File: src/rtl/i2ct_pkg.sv
package i2ct_pkg;
  localparam int BYTE_W = 8;
  localparam int ADDR_W = BYTE_W - 1;
  localparam int CNT_W  = $clog2(BYTE_W + 1);

  typedef enum logic [3:0] {
    ST_IDLE,
    ST_ADDR,
    ST_AACK,
    ST_RXB,
    ST_RXH,
    ST_RXA,
    ST_TXH,
    ST_TXB,
    ST_TXA,
    ST_WAIT
  } tstate_e;
endpackage

File: src/rtl/i2ct_sync.sv
module i2ct_sync #(
  parameter int W      = 2,
  parameter int STAGES = 2
) (
  input  logic         clk,
  input  logic         rst,
  input  logic [W-1:0] d,
  output logic [W-1:0] q
);
  logic [W-1:0] pipe [STAGES];

  genvar g;
  generate
    for (g = 0; g < STAGES; g++) begin : g_stage
      always_ff @(posedge clk) begin
        if (rst) pipe[g] <= '1;
        else if (g == 0) pipe[g] <= d;
        else pipe[g] <= pipe[(g == 0) ? 0 : g - 1];
      end
    end
  endgenerate

  assign q = pipe[STAGES-1];
endmodule

File: src/rtl/i2ct_linemon.sv
module i2ct_linemon (
  input  logic clk,
  input  logic rst,
  input  logic scl_s,
  input  logic sda_s,
  output logic scl_rise,
  output logic scl_fall,
  output logic start_det,
  output logic stop_det
);
  logic scl_p, sda_p;

  always_ff @(posedge clk) begin
    if (rst) begin
      scl_p <= 1'b1;
      sda_p <= 1'b1;
    end else begin
      scl_p <= scl_s;
      sda_p <= sda_s;
    end
  end

  assign scl_rise  = !scl_p && scl_s;
  assign scl_fall  = scl_p && !scl_s;
  // SDA may only move during SCL high for a bus condition
  assign start_det = scl_p && scl_s && sda_p && !sda_s;
  assign stop_det  = scl_p && scl_s && !sda_p && sda_s;
endmodule

File: src/rtl/i2ct_engine.sv
module i2ct_engine
  import i2ct_pkg::*;
(
  input  logic              clk,
  input  logic              rst,
  input  logic              en,
  input  logic              ack_en,
  input  logic              gc_en,
  input  logic [ADDR_W-1:0] own_addr,
  input  logic              sda_s,
  input  logic              scl_rise,
  input  logic              scl_fall,
  input  logic              start_det,
  input  logic              stop_det,
  output logic              scl_oe,
  output logic              sda_oe,
  output logic              rx_valid,
  input  logic              rx_ready,
  output logic [BYTE_W-1:0] rx_data,
  input  logic              tx_valid,
  output logic              tx_ready,
  input  logic [BYTE_W-1:0] tx_data,
  output logic              addr_hit,
  output logic              gc_hit,
  output logic              slave_tx,
  output logic              addr_evt,
  output logic              stop_evt,
  output logic              busy
);
  tstate_e           state;
  logic [BYTE_W-1:0] sh;
  logic [CNT_W-1:0]  cnt;
  logic              ack_q, mnack;

  localparam logic [CNT_W-1:0] LAST = CNT_W'(BYTE_W);

  logic own_m, gc_m;
  assign own_m = (sh[BYTE_W-1:1] == own_addr);
  assign gc_m  = gc_en && (sh[BYTE_W-1:1] == '0);

  always_ff @(posedge clk) begin
    if (rst) begin
      state    <= ST_IDLE;
      sh       <= '0;
      cnt      <= '0;
      ack_q    <= 1'b0;
      mnack    <= 1'b0;
      slave_tx <= 1'b0;
      addr_hit <= 1'b0;
      gc_hit   <= 1'b0;
      addr_evt <= 1'b0;
      stop_evt <= 1'b0;
    end else begin
      addr_evt <= 1'b0;
      stop_evt <= 1'b0;
      if (!en) begin
        state    <= ST_IDLE;
        addr_hit <= 1'b0;
        gc_hit   <= 1'b0;
      end else if (stop_det) begin
        state    <= ST_IDLE;
        addr_hit <= 1'b0;
        gc_hit   <= 1'b0;
        stop_evt <= (state != ST_IDLE);
      end else if (start_det) begin
        state    <= ST_ADDR;
        cnt      <= '0;
        addr_hit <= 1'b0;
        gc_hit   <= 1'b0;
      end else begin
        unique case (state)
          ST_ADDR, ST_RXB: begin
            if (scl_rise && cnt != LAST) begin
              sh  <= {sh[BYTE_W-2:0], sda_s};
              cnt <= cnt + 1'b1;
            end else if (scl_fall && cnt == LAST) begin
              if (state == ST_RXB) state <= ST_RXH;
              else if (ack_en && (own_m || gc_m)) begin
                state    <= ST_AACK;
                addr_hit <= 1'b1;
                gc_hit   <= gc_m;
                slave_tx <= sh[0];
                addr_evt <= 1'b1;
              end else state <= ST_WAIT;
            end
          end
          ST_AACK: if (scl_fall) begin
            state <= slave_tx ? ST_TXH : ST_RXB;
            cnt   <= '0;
          end
          ST_RXH: if (rx_ready) begin
            state <= ST_RXA;
            ack_q <= ack_en;
          end
          ST_RXA: if (scl_fall) begin
            state <= ST_RXB;
            cnt   <= '0;
          end
          ST_TXH: if (tx_valid) begin
            sh    <= tx_data;
            cnt   <= '0;
            state <= ST_TXB;
          end
          ST_TXB: begin
            if (scl_rise && cnt != LAST) cnt <= cnt + 1'b1;
            else if (scl_fall) begin
              if (cnt == LAST) state <= ST_TXA;
              else sh <= {sh[BYTE_W-2:0], 1'b0};
            end
          end
          ST_TXA: begin
            if (scl_rise) mnack <= sda_s;
            else if (scl_fall) state <= mnack ? ST_WAIT : ST_TXH;
          end
          default: ;
        endcase
      end
    end
  end

  always_comb begin
    unique case (state)
      ST_AACK: sda_oe = 1'b1;
      ST_RXA:  sda_oe = ack_q;
      ST_TXB:  sda_oe = !sh[BYTE_W-1];
      default: sda_oe = 1'b0;
    endcase
  end

  assign rx_valid = (state == ST_RXH);
  assign tx_ready = (state == ST_TXH);
  assign scl_oe   = rx_valid || tx_ready;
  assign rx_data  = sh;
  assign busy     = (state != ST_IDLE);
endmodule

File: src/rtl/i2ct_target.sv
module i2ct_target
  import i2ct_pkg::*;
#(
  parameter int SYNC_STAGES = 2
) (
  input  logic              clk,
  input  logic              rst,
  input  logic              en,
  input  logic              ack_en,
  input  logic              gc_en,
  input  logic [ADDR_W-1:0] own_addr,
  input  logic              scl_i,
  input  logic              sda_i,
  output logic              scl_oe,
  output logic              sda_oe,
  output logic              rx_valid,
  input  logic              rx_ready,
  output logic [BYTE_W-1:0] rx_data,
  input  logic              tx_valid,
  output logic              tx_ready,
  input  logic [BYTE_W-1:0] tx_data,
  output logic              addr_hit,
  output logic              gc_hit,
  output logic              slave_tx,
  output logic              stop_evt,
  output logic              busy,
  output logic              irq
);
  logic [1:0] lines_s;
  logic scl_s, sda_s, scl_rise, scl_fall, start_det, stop_det, addr_evt;

  i2ct_sync #(.W(2), .STAGES(SYNC_STAGES)) u_sync (
    .clk(clk), .rst(rst), .d({scl_i, sda_i}), .q(lines_s)
  );
  assign scl_s = lines_s[1];
  assign sda_s = lines_s[0];

  i2ct_linemon u_mon (
    .clk(clk), .rst(rst), .scl_s(scl_s), .sda_s(sda_s),
    .scl_rise(scl_rise), .scl_fall(scl_fall),
    .start_det(start_det), .stop_det(stop_det)
  );

  i2ct_engine u_eng (
    .clk(clk), .rst(rst), .en(en), .ack_en(ack_en), .gc_en(gc_en),
    .own_addr(own_addr), .sda_s(sda_s), .scl_rise(scl_rise),
    .scl_fall(scl_fall), .start_det(start_det), .stop_det(stop_det),
    .scl_oe(scl_oe), .sda_oe(sda_oe), .rx_valid(rx_valid),
    .rx_ready(rx_ready), .rx_data(rx_data), .tx_valid(tx_valid),
    .tx_ready(tx_ready), .tx_data(tx_data), .addr_hit(addr_hit),
    .gc_hit(gc_hit), .slave_tx(slave_tx), .addr_evt(addr_evt),
    .stop_evt(stop_evt), .busy(busy)
  );

  assign irq = rx_valid || tx_ready || addr_evt || stop_evt;
endmodule

File: config.mk
export PLATFORM = sky130hd
export DESIGN_NAME = i2ct_target
export DESIGN_NICKNAME = d
export VERILOG_FILES = /design/src/rtl/i2ct_pkg.sv /design/src/rtl/i2ct_sync.sv /design/src/rtl/i2ct_linemon.sv /design/src/rtl/i2ct_engine.sv /design/src/rtl/i2ct_target.sv
export SDC_FILE = /design/constraint.sdc
export NUM_CORES = 1
export LEC_CHECK = 0
export ABC_AREA = 0
export BUFFER_PORTS_ARGS = -buffer_cell sky130_fd_sc_hd__buf_2
export CORE_MARGIN = 1.5
export CORE_UTILIZATION = 53
export CTS_CLUSTER_SIZE = 30
export DETAILED_ROUTE_END_ITERATION = 16
export PLACE_DENSITY = 0.79
export SKIP_CTS_REPAIR_TIMING = 1
export SLEW_MARGIN = 0
export SYNTH_ARGS = -nofsm -noshare
export SYNTH_HDL_FRONTEND = slang
export SYNTH_SLANG_ARGS = --single-unit
File: constraint.sdc
create_clock -name clk -period 2.3 [get_ports clk]
set_input_delay 0.345 -clock clk [delete_from_list [all_inputs] [get_ports clk]]
set_output_delay 0.345 -clock clk [all_outputs]
set_load 0.03 [all_outputs]
After elaboration in Yosys (flattened, before gate mapping)
Memory sizes are Yosys's and may differ from the RTL's.
Index checks and enable logic that the tools add are counted.

word-level totals
  register bits after elaboration = 25
  memory bits (writable) = 4
  bits of input ports = 24
  logic and storage cells = 137
  memories kept = 1

memory list
  name         depth  width  rd ports  clocked after memory_dff  write ports  RTL line         text
  u_sync.pipe  2      2      2         0                         2            i2ct_sync.sv:10  logic [W-1:0] pipe [STAGES];

cells by class
  add/sub/neg operators = 1
  equality and inequality tests = 37
  muxes and demuxes = 35
  bitwise gates (word level) = 9
  reduce and logical (&&, ||, !) cells = 41

operators by type and width
  kind                  count
  $mux W4               18
  $mux W8               5
  $pmux W4 S7           1
  $pmux W8 S3           1
  $reduce_and A12 Y1    2
  $ne A3 B2 Y1 const B  6
  $eq A4 B3 Y1 const B  4
  $ne A3 B3 Y1 const B  5
  $reduce_and A5 Y1     3
  $ne A2 B1 Y1 const B  7
  $ne A2 B2 Y1 const B  6
  $pmux W4 S3           1
  $logic_and A1 B1 Y1   11
  $reduce_and A9 Y1     1
  $reduce_or A3 Y1      3
  $eq A4 B2 Y1 const B  2
  $eq A4 B4 Y1 const B  2
  $reduce_and A8 Y1     1
  $reduce_bool A4 Y1    2
  $reduce_bool A8 Y1    1
  $reduce_or A8 Y1      1
  $eq A7 B7 Y1          1
  $logic_not A7 Y1      1
  $not A1 Y1            7
  16 further kinds      31

Logic depth before layout (Yosys ltp)
Gate-level depths: netlist of the first run.

  word-level depth = 10
  depth in mapped cells = 8
  mapped depth without buffers = 7

Modules after synthesis
From an unflattened synthesis of the first run, not the netlist that was laid out.

unflattened totals
  cell total of the unflattened synthesis = 202
  area total of the unflattened synthesis = 1711.6 µm²

modules (own cells, without submodules)
  module        instances  cells an instance  area an instance (µm²)  sequential area each (µm²)
  i2ct_engine   1          185                1514.0                  460.4
  i2ct_sync     1          8                  105.1                   80.1
  i2ct_linemon  1          8                  85.1                    40.0
  i2ct_target   1          1                  7.5                     0.0

Worst setup path before layout of the first run
Ideal clock, no wire load.

  path type = flip-flop to output port
  from = register u_eng.state[0]
  to = output port irq
  arrival = 1.784 ns
  required time = 1.955 ns
  path slack = 0.171 ns
  cell stages (with the launch flop) = 5
  path buffers = 2
  cell sequence = dfxtp_1 > clkbuf_1 > buf_2 > nor3_1 > or3_1

on the way
  word-level cells in the longest chain between the ends = 4
  elaborated cells between the ends (all ways) = 5

RTL lines
  what                                    RTL line                                text
  start: declaration                      i2ct_engine.sv:30                       tstate_e state;
  start signal: assignment                i2ct_engine.sv:88                       state <= slave_tx ? ST_TXH : ST_RXB;
  start signal: assignment                i2ct_engine.sv:113                      else if (scl_fall) state <= mnack ? ST_WAIT : ST_TXH;
  $eq A4 B3 Y1, on equally long branches  i2ct_engine.sv:130, i2ct_engine.sv:131
  $logic_or A1 B1 Y1 *                    -
  net scl_oe                              i2ct_target.sv:14                       output logic scl_oe,
  $logic_or A1 B1 Y1 * (2 in a row)       i2ct_target.sv:55                       assign irq = rx_valid || tx_ready || addr_evt || stop_evt;
  end: declaration                        i2ct_target.sv:27                       output logic irq

The timed path passes the listed nets; every way through them passes the cells marked *.

Final worst setup path of the first run
  from = register u_eng.state[3]
  to = output port irq

on the way
  word-level cells in the longest chain between the ends = 4
  elaborated cells between the ends (all ways) = 5

RTL lines
  what                                    RTL line
  $eq A4 B3 Y1, on equally long branches  i2ct_engine.sv:130, i2ct_engine.sv:131
  $logic_or A1 B1 Y1 * (3 in a row)       i2ct_target.sv:55

Mark *: on every way between the ends. The rest lies on a longest branch, timed or not.

==> results.rst, run 1 <==
.. list-table::
   :header-rows: 1

   * - Metric
     - Value
   * - Outcome
     - finished, final reports clean
   * - Initial cell density of the core
     - 56.1%
   * - Power density normalized to cell area
     - about 500 mW/mm^2
   * - Remaining Overflow, GRT
     - 0
   * - Worst-margin pin slew
     - between 700 and 800 ps
   * - Netlist Area Pre-Place
     - 0.00173 mm^2
   * - Required time at the worst-slack endpoint
     - just under 2000 ps
   * - Final count of pins violating max slew
     - 0
   * - Buffer type at the clock tree root
     - clkbuf_4
   * - EDFF count, synth
     - 0
   * - Wire length per cell
     - 13.4 um
   * - Worst skew pair latency
     - 330 ps
   * - Leakage power summed over all cells
     - 0.000819 uW
   * - Classification of the worst-slack hold path
     - primary input to flip-flop
   * - Critical path endpoint category
     - primary output
   * - Share of flip-flops with an asynchronous set or reset after synthesis
     - 0%
   * - Gpl congestion
     - between 0.9 and 1
   * - Register-to-Register Path Depth
     - 8
   * - RSZ-0062 raised after global routing
     - false
   * - Setup-violating endpoint count in the final report
     - 0
   * - H-tree levels
     - 2
   * - Kind of start point of the critical path
     - flip-flop
   * - Synth-to-layout area growth
     - 19.4%
   * - Detailed-route wire length
     - between 4 and 5 mm
   * - Synthesized net count
     - 237
   * - Number of buffers inserted during clock tree synthesis
     - 5
   * - Die Area
     - 0.00361 mm^2
   * - Post-route clock period utilization
     - 93.5%
   * - Normalized max-slew margin
     - a little over 50%
   * - First-pass GRT wire length
     - 6.75 mm
   * - Kind of critical path
     - flip-flop to primary output
   * - Die width
     - between 60 and 70 um
   * - Detail Placement HPWL
     - 3.04 mm
   * - Arrival time at the worst endpoint
     - 1810 ps
   * - Number of detailed-route iterations in the first pass
     - 4
   * - FF+latch count, synth
     - 29
   * - Achievable frequency
     - 0.465 GHz
   * - Hold Vio Cnt, Final
     - 0
   * - Number of antenna violations at the first check in global routing
     - 0
   * - Share of final-layout standard cells stronger than drive strength 1
     - 27.9%
   * - Layout filler cell count
     - 282
   * - TritonCTS clock tree
     - built
   * - Vertical die dimension
     - 60.1 um
   * - Instance count of the mapped netlist
     - 211
   * - Number of distinct library cells after synthesis
     - 51
   * - Post-route ant nets
     - 0
   * - Critical hold path startpoint
     - sda_i
   * - DRC viols
     - 0
   * - Post-layout total power
     - between 1000 and 1500 uW
   * - Warnings from Yosys
     - 0
   * - Cell row count
     - 20
   * - Number of DRC markers in iteration 0
     - 69
   * - Launching instance or port of the critical path
     - u_eng.state[3]$_SDFFE_PP0P_
   * - Number of vias after detailed routing
     - 1,684
   * - Number of buffer cells added on primary ports
     - 41
   * - Via count of the first global-routing pass
     - 1,524
   * - Mean instance size in the synthesized netlist
     - 8.19 um^2
   * - Max FO, Critical Path
     - 20
   * - Nets
     - 283
   * - Top_reg_cell synth
     - dfxtp_1
   * - Via/cell ratio
     - 5.58
   * - Global-route usage over all layers
     - 25.4%
   * - Final worst clock skew
     - 7.86 ps
   * - Clock input transition at the sequential cells of the worst setup and hold paths
     - roughly 100 ps
   * - Share of the yosys chip area belonging to registers
     - between 30 and 40%
   * - Post-route setup TNS
     - 0 ps
   * - Clk sink count
     - 29
   * - Maximum number of pins on one net before global-route repair
     - 22
   * - Shortest clock period the worst path allows after layout
     - 2150 ps
   * - Ports
     - 42
   * - Max VDD drop
     - 0.283 mV
   * - Startpoint of the worst-slack reg-to-reg timing path
     - u_eng.cnt[0]$_SDFFE_PP0P_
   * - Maximum buffer depth of the clock tree
     - 2
   * - Core footprint
     - 0.00308 mm^2
   * - Number of maximum-capacitance constraint violations
     - 0
   * - Antenna diode count
     - 0
   * - Count of cells along the worst hold path
     - 2
==> worst max-delay path: stages, from the launching register on <==
cell	delay (ps)
dfxtp_1	800
nor3_1	150
or3_1	330
buf_2	180
==> synth_stat cells, types with 2 or more instances <==
| cell | n | area (um^2) |
|---|---|---|
| dfxtp_1 | 29 | 581 |
| o22ai_1 | 2 | 12.5 |
| a31oi_1 | 2 | 12.5 |
| nand2b_1 | 8 | 50.1 |
| buf_6 | 2 | 22.5 |
| nor4_1 | 4 | 25.0 |
| a211oi_1 | 8 | 60.1 |
| clkbuf_1 | 5 | 18.8 |
| nor2b_1 | 6 | 37.5 |
| nand2_1 | 15 | 56.3 |
| nor3_1 | 4 | 20.0 |
| nor4b_1 | 3 | 26.3 |
| buf_2 | 2 | 10.0 |
| nor2_1 | 24 | 90.1 |
| o211ai_1 | 2 | 15.0 |
| nand3_1 | 8 | 40.0 |
| nand4_1 | 2 | 12.5 |
| o21ai_0 | 10 | 50.1 |
| mux2i_1 | 12 | 120 |
| a21oi_1 | 10 | 50.1 |
| xnor2_1 | 7 | 61.3 |
| or2_2 | 7 | 43.8 |
| ha_1 | 2 | 25.0 |
| or3_1 | 3 | 18.8 |
| inv_1 | 8 | 30.0 |
==> per-layer routing <==
layer	up-vias	global-route usage (%)	routed length [um]
met1	773	32.2	1930
met3	8	7.79	221
li1	852	-	-
met5	-	0	0
met4	0	11.1	87
met2	51	39.3	1820
==> cell usage in the layout, fill, tap and decap left out, types with 4 or more instances in the layout <==
master     n
nor2b_1    6
nor4_1     4
buf_4      8
dfxtp_1   29
nand3_1    8
or2_2      7
mux2i_1   12
a211oi_1   8
o21ai_0   10
a21oi_1   10
clkbuf_4   5
inv_1      8
nor2_1    24
xnor2_1    7
nor3_1     4
buf_2     41
nand2b_1   8
nand2_1   15
==> cell type report <==
cell class	instances	area, um^2	area share [%]
Clock buffer	7	65.1	3.15
Clock inverter	1	5.00	0.243
Inverter	8	30.0	1.46
Multi-Input combinational cell	164	1060	51.5
Sequential cell	29	581	28.1
Tap cell	44	55.1	2.67
Timing Repair Buffer	49	265	12.9
==> report_power, final <==
| group | internal, uW | total (uW) | leakage [uW] | switching (uW) |
|---|---|---|---|---|
| combinational | 61.1 | 140 | 0.000543 | 78.6 |
| sequential | 509 | 520 | 0.000235 | 11.3 |
| clock | 177 | 356 | 0.0000413 | 179 |
| total | 747 | 1020 | 0.000819 | 269 |
==> registers in the layout (all words and copies together), names as in the netlist <==
register	count
u_mon.sda_p	1
u_eng.rx_data	8
u_eng.gc_hit	1
u_sync.pipe	4
u_eng.cnt	4
u_mon.scl_p	1
u_eng.slave_tx	1
u_eng.addr_evt	1
u_eng.ack_q	1
u_eng.stop_evt	1
u_eng.mnack	1
u_eng.addr_hit	1
u_eng.state	4
==> cell families after synthesis <==
group / count (synthesis) / share of synthesized area [%]
AND/OR/NAND/NOR: 96 / 31.0
adder cells (fa/ha/maj): 2 / 1.45
flip-flops: 29 / 33.6
multiplexers: 13 / 7.60
AO/OA/AOI/OAI: 45 / 17.4
XOR/XNOR: 8 / 4.06
buffers and inverters: 18 / 4.92
==> per-stage QoR <==
step                cells  setup slack [ps]  hold WS (ps)  cell area [um^2]  utilization (%)
floorplan             211               171           389              1730                -
global route          302              35.3           180              2060             67.0
finish                302               149           198              2060             67.0
detailed placement    294               233           395              1990             64.8
CTS                   302               154           182              2060             67.0
global placement      294               302           392              1990             64.8
==> worst paths after layout <==
check                                  end  slack (ps)
min reg2reg   u_sync.pipe[1][1]$_SDFF_PP1_         410
max reg2reg  u_eng.rx_data[3]$_SDFFE_PP0P_         220
max                                    irq         150
min           u_sync.pipe[0][0]$_SDFF_PP1_         200
Power figures use the tool's default switching activity.
==> run 2, diff against run 1 <==
CORE_MARGIN = 2   (was 1.5)
GPL_ROUTABILITY_DRIVEN = 0   (was unset)
==> results.rst, run 2 (same netlist as run 1, synthesis figures left out) <==
.. list-table::
   :header-rows: 1

   * - Metric
     - Value
   * - Clock input transition at the sequential cells of the worst setup and hold paths
     - 90 ps
   * - Shortest clock period the worst path allows after layout
     - 2100 ps
   * - Buf+Inv Stages, Crit Path
     - 2
   * - H-tree levels
     - 2
   * - Normalized max-slew margin
     - 55.8%
   * - Max FO, Critical Path
     - 16
   * - Kind of critical path
     - flip-flop to flip-flop
   * - Initial cell density of the core
     - 56.1%
   * - Launching instance or port of the critical path
     - u_eng.cnt[0]$_SDFFE_PP0P_
   * - Nets
     - 283
   * - Via/cell ratio
     - ~5.6
   * - Power density normalized to cell area
     - 494 mW/mm^2
   * - Top metal layer carrying routed signals
     - met4
   * - First-pass GRT wire length
     - ~7.0 mm
   * - Number of DRC markers in iteration 0
     - 209
   * - Critical path endpoint category
     - flip-flop
   * - Worst Setup Slack, final
     - 201 ps
   * - Vertical die dimension
     - 61.1 um
   * - Crit-path slowest cell
     - dfxtp_1
   * - Place WS
     - about 250 ps
   * - Worst setup endpoint
     - u_eng.rx_data[5]$_SDFFE_PP0P_
   * - Cell row count
     - 20
   * - Post-route ant nets
     - 0
   * - Detail Placement HPWL
     - 2.98 mm
   * - Clk sink count
     - 29
   * - Ports
     - 42
   * - Top cell family by delay on the critical path
     - compound AO/OA/AOI/OAI gates
   * - Number of antenna violations at the first check in global routing
     - 0
   * - Final count of pins violating max slew
     - 0
   * - Post-route setup TNS
     - 0 ps
   * - Endpoint of the most critical register-to-register path
     - u_eng.rx_data[5]$_SDFFE_PP0P_
   * - Count of cells along the worst hold path
     - 2
   * - Leakage power summed over all cells
     - 0.000820 uW
   * - Maximum buffer depth of the clock tree
     - 2
   * - Worst skew pair latency
     - 340 ps
   * - DRC viols
     - 0
   * - Number of buffers inserted during clock tree synthesis
     - 5
   * - Delay contributed by the slowest stage of the critical path
     - 400 ps
   * - Number of buffer cells added on primary ports
     - 41
   * - Number of vias after detailed routing
     - 1,692
   * - Critical path cell sequence
     - inv_1 > ha_1 > and3b_1 > o41a_1 > nor4b_4 > buf_4 > nor2_1 > a211oi_1
   * - Share of final-layout standard cells stronger than drive strength 1
     - between 20 and 30%
   * - Classification of the worst-slack hold path
     - primary input to flip-flop
   * - Count of cell instances traversed by the critical path
     - 8
   * - Hold Vio Cnt, Final
     - 0
   * - Most used cells in the layout excluding fill and tap cells
     - 41 x buf_2, 28 x dfxtp_1, 24 x nor2_1
   * - Number of detailed-route iterations in the first pass
     - 4
   * - Remaining Overflow, GRT
     - 0
   * - Detailed-route wire length
     - a little over 4 mm
   * - Achievable frequency
     - 0.476 GHz
   * - Register-to-Register Path Depth
     - 8
   * - Arrival time at the worst endpoint
     - roughly 2300 ps
   * - Kind of start point of the critical path
     - flip-flop
   * - Global-route usage over all layers
     - 25.1%
   * - TritonCTS clock tree
     - built
   * - Outcome
     - finished, final reports clean
   * - Final hold slack
     - 194 ps
   * - Buffer type at the clock tree root
     - clkbuf_4
   * - Die width
     - about 60 um
   * - Number of maximum-capacitance constraint violations
     - 0
   * - Via count of the first global-routing pass
     - 1,555
   * - Worst-margin pin slew
     - 656 ps
   * - Die Area
     - 0.00373 mm^2
   * - Startpoint of the worst-slack reg-to-reg timing path
     - u_eng.cnt[0]$_SDFFE_PP0P_
   * - Met1 Wirelength
     - approximately 1.8 mm
   * - Core footprint
     - between 0.003 and 0.004 mm^2
   * - Wire length per cell
     - 13.6 um
   * - Antenna diode count
     - 0
   * - Met2 routed WL
     - 1.97 mm
   * - Required time at the worst-slack endpoint
     - 2540 ps
   * - Layout filler cell count
     - 261
   * - Post-layout total power
     - 1020 uW
   * - Synth-to-layout area growth
     - 19.5%
   * - Final worst clock skew
     - about 14 ps
   * - Total length of routed met3 wires
     - roughly 230 um
   * - Max VDD drop
     - about 0.48 mV
   * - Share of the core filled with cells in the final layout
     - 67.1%
   * - Setup-violating endpoint count in the final report
     - 0
   * - Worst-case register-to-register setup slack
     - 200 ps
   * - RSZ-0062 raised after global routing
     - false
   * - Flip-flop count of the largest register after layout
     - 8
   * - Commonest non-fill, non-tap cell in the layout
     - buf_2
   * - Post-route clock period utilization
     - 91.3%
   * - Maximum number of pins on one net before global-route repair
     - 22
==> run 2: worst min-delay path by stage <==
stage / from / slack, ps / end
after floorplan: u_sync.pipe[0][0]$_SDFF_PP1_ / 390 / u_sync.pipe[1][0]$_SDFF_PP1_
after global placement: u_sync.pipe[0][0]$_SDFF_PP1_ / 390 / u_sync.pipe[1][0]$_SDFF_PP1_
after detailed placement: u_sync.pipe[0][1]$_SDFF_PP1_ / 390 / u_sync.pipe[1][1]$_SDFF_PP1_
after CTS: scl_i / 190 / u_sync.pipe[0][1]$_SDFF_PP1_
after global routing: scl_i / 180 / u_sync.pipe[0][1]$_SDFF_PP1_
final: scl_i / 190 / u_sync.pipe[0][1]$_SDFF_PP1_
==> run 2: layout make-up <==
cell class | count | area (um^2) | share of cell area, %
multi-input combinational | 164 | 1060 | 51.5
sequential | 29 | 582 | 28.2
timing repair buffer | 49 | 265 | 12.8
clock buffer | 7 | 65.1 | 3.15
tap | 44 | 55.1 | 2.67
inverter | 8 | 30.0 | 1.45
clock inverter | 1 | 5.00 | 0.242
==> run 2: report_power, final <==
group,switching [uW],internal [uW],leakage (uW),total [uW]
sequential,12.0,509,0.000235,521
combinational,78.0,61.0,0.000543,139
clock,183,177,0.0000413,360
==> run 2: routing by layer <==
layer	global-route usage, %	vias up
li1	-	855
met2	37.5	49
met4	13.0	0
met5	0	-
met3	7.35	9
met1	32.6	779
==> run 2: metrics by stage <==
stage                     cells  area [um^2]
after floorplan             211         1730
after global placement      294         1990
after detailed placement    294         1990
after CTS                   302         2060
after global routing        302         2060
final                       302         2060
==> run 3, diff against run 2 <==
PLACE_DENSITY = 0.78   (was 0.79)
==> results.rst, run 3 (same netlist as run 1, synthesis figures left out) <==
.. list-table::
   :header-rows: 1

   * - Metric
     - Value
   * - Outcome
     - finished, final reports clean
   * - Flip-flop count of the largest register after layout
     - 8
   * - Capture endpoint of the worst hold path
     - u_sync.pipe[0][1]$_SDFF_PP1_
   * - Classification of the worst-slack hold path
     - primary input to flip-flop
   * - Kind of start point of the critical path
     - flip-flop
   * - Clk sink count
     - 29
   * - Vertical die dimension
     - just over 60 um
   * - Via/cell ratio
     - 5.59
   * - Non-filler instance count after layout
     - 301
   * - Final count of pins violating max slew
     - 0
   * - Startpoint of the worst-slack reg-to-reg timing path
     - u_eng.cnt[0]$_SDFFE_PP0P_
   * - Number of maximum-capacitance constraint violations
     - 0
   * - Count of cells along the worst hold path
     - 2
   * - Critical hold path startpoint
     - scl_i
   * - TritonCTS clock tree
     - built
   * - Remaining Overflow, GRT
     - 0
   * - Worst skew pair latency
     - 340 ps
   * - Power density normalized to cell area
     - 471 mW/mm^2
   * - Antenna diode count
     - 0
   * - DRC viols
     - 0
   * - Layout filler cell count
     - 272
   * - Die width
     - 61.1 um
   * - Final worst clock skew
     - 7.02 ps
   * - RSZ-0062 raised after global routing
     - false
   * - Most used cells in the layout excluding fill and tap cells
     - 41 x buf_2, 29 x dfxtp_1, 24 x nor2_1
   * - Clock power share
     - a little under a third
   * - Global-route usage over all layers
     - a little under a quarter
   * - Critical path endpoint category
     - primary output
   * - Normalized max-slew margin
     - 51.1%
   * - Final hold slack
     - 189 ps
   * - Area of combinational cells with multiple inputs
     - 0.00106 mm^2
   * - Number of vias after detailed routing
     - 1,683
   * - Number of DRC markers in iteration 0
     - 152
   * - Ports
     - 42
   * - Achievable frequency
     - 0.462 GHz
   * - Maximum buffer depth of the clock tree
     - 2
   * - Hold Vio Cnt, Final
     - 0
   * - Worst-margin pin slew
     - 733 ps
   * - Kind of critical path
     - flip-flop to primary output
   * - Via count of the first global-routing pass
     - 1,376
   * - Register-to-Register Path Depth
     - 8
   * - Commonest non-fill, non-tap cell in the layout
     - buf_2
   * - Post-route ant nets
     - 0
   * - First-pass GRT wire length
     - 6.29 mm
   * - Arrival time at the worst endpoint
     - 1820 ps
   * - Number of detailed-route iterations in the first pass
     - 4
   * - Number of antenna violations at the first check in global routing
     - 0
   * - Clock input transition at the sequential cells of the worst setup and hold paths
     - 90 ps
   * - H-tree levels
     - 2
   * - Setup-violating endpoint count in the final report
     - 0
   * - Detail Placement HPWL
     - 2.97 mm
   * - Worst-case register-to-register setup slack
     - 230 ps
   * - Post-layout total power
     - 960 uW
   * - Nets
     - between 200 and 300
   * - Synth-to-layout area growth
     - 18.1%
   * - Total net switching power
     - around 280 uW
   * - Buffer type at the clock tree root
     - clkbuf_4
   * - Initial cell density of the core
     - around 56%
   * - Required time at the worst-slack endpoint
     - around 2000 ps
   * - Leakage power summed over all cells
     - 0.000804 uW
   * - Share of power burned in registers
     - 54.1%
   * - Shortest clock period the worst path allows after layout
     - 2170 ps
   * - Core footprint
     - between 0.003 and 0.004 mm^2
   * - Share of total power in combinational logic
     - between 10 and 15%
   * - Cell row count
     - 20
   * - Cell internal power dissipation
     - 685 uW
   * - Number of buffers inserted during clock tree synthesis
     - 5
   * - Post-route setup TNS
     - 0 ps
   * - Number of buffer cells added on primary ports
     - 41
   * - Die Area
     - 0.00373 mm^2
   * - Area of all sequential standard cells
     - 581 um^2
   * - Maximum number of pins on one net before global-route repair
     - 22
   * - Max FO, Critical Path
     - 20
   * - Max VDD drop
     - 0.387 mV
   * - Wire length per cell
     - 13.2 um
   * - Endpoint of the most critical register-to-register path
     - u_eng.rx_data[1]$_SDFFE_PP0P_
   * - Detailed-route wire length
     - 3.97 mm
   * - Share of final-layout standard cells stronger than drive strength 1
     - 27.6%
   * - Post-placement cell count
     - 293
   * - Post-route clock period utilization
     - 94.2%
   * - Switch share
     - approximately 29%
## run 3: worst max-delay path: stages, from the launching register on
cell and delay (ps):
dfxtp_1 800, nor3_1 170, or3_1 330, buf_2 180
## run 3: layout make-up
type / instances / share of cell area [%]
clock buffers: 5 / 1.84
clock inverters: 3 / 0.858
inverters: 8 / 1.47
multi-input cells: 164 / 52.1
flip-flops and latches: 29 / 28.4
well taps: 44 / 2.70
repair buffers: 48 / 12.6
## run 3: power groups by stage
stage,Clock (uW),Combinational (uW),Sequential [uW]
2_1_floorplan,0,97.9,526
3_3_place_gp,0,137,531
3_5_place_dp,0,138,531
4_1_cts,305,139,519
5_1_grt,326,154,522
6_report,300,140,520
## run 3: through the flow
step | area (um^2) | utilization, % | setup WS [ps]
final | 2040 | 66.3 | 134
after global routing | 2040 | 66.3 | 38.4
after CTS | 2040 | 66.3 | 157
after detailed placement | 1990 | 64.5 | 230
after global placement | 1990 | 64.5 | 304
after floorplan | 1730 | - | 171
## run 3: layer usage
| layer | GRT usage, % | vias to the layer above | part of all wire [%] |
|---|---|---|---|
| li1 | - | 847 | - |
| met1 | 31.5 | 771 | 48 |
| met2 | 34.8 | 54 | 44 |
| met3 | 5.67 | 11 | 5.6 |
| met4 | 10.2 | 0 | 2.6 |
| met5 | 0 | - | 0 |
## run 3: worst max-delay path by stage
stage | start | depth (start not counted) | to
floorplan | u_eng.state[0]$_SDFFE_PP0P_ | 4 | irq
global placement | u_eng.cnt[0]$_SDFFE_PP0P_ | 8 | u_eng.rx_data[3]$_SDFFE_PP0P_
detailed placement | u_eng.cnt[0]$_SDFFE_PP0P_ | 8 | u_eng.rx_data[1]$_SDFFE_PP0P_
CTS | u_eng.state[3]$_SDFFE_PP0P_ | 3 | irq
global route | u_eng.state[2]$_SDFFE_PP0P_ | 3 | tx_ready
finish | u_eng.state[3]$_SDFFE_PP0P_ | 3 | irq
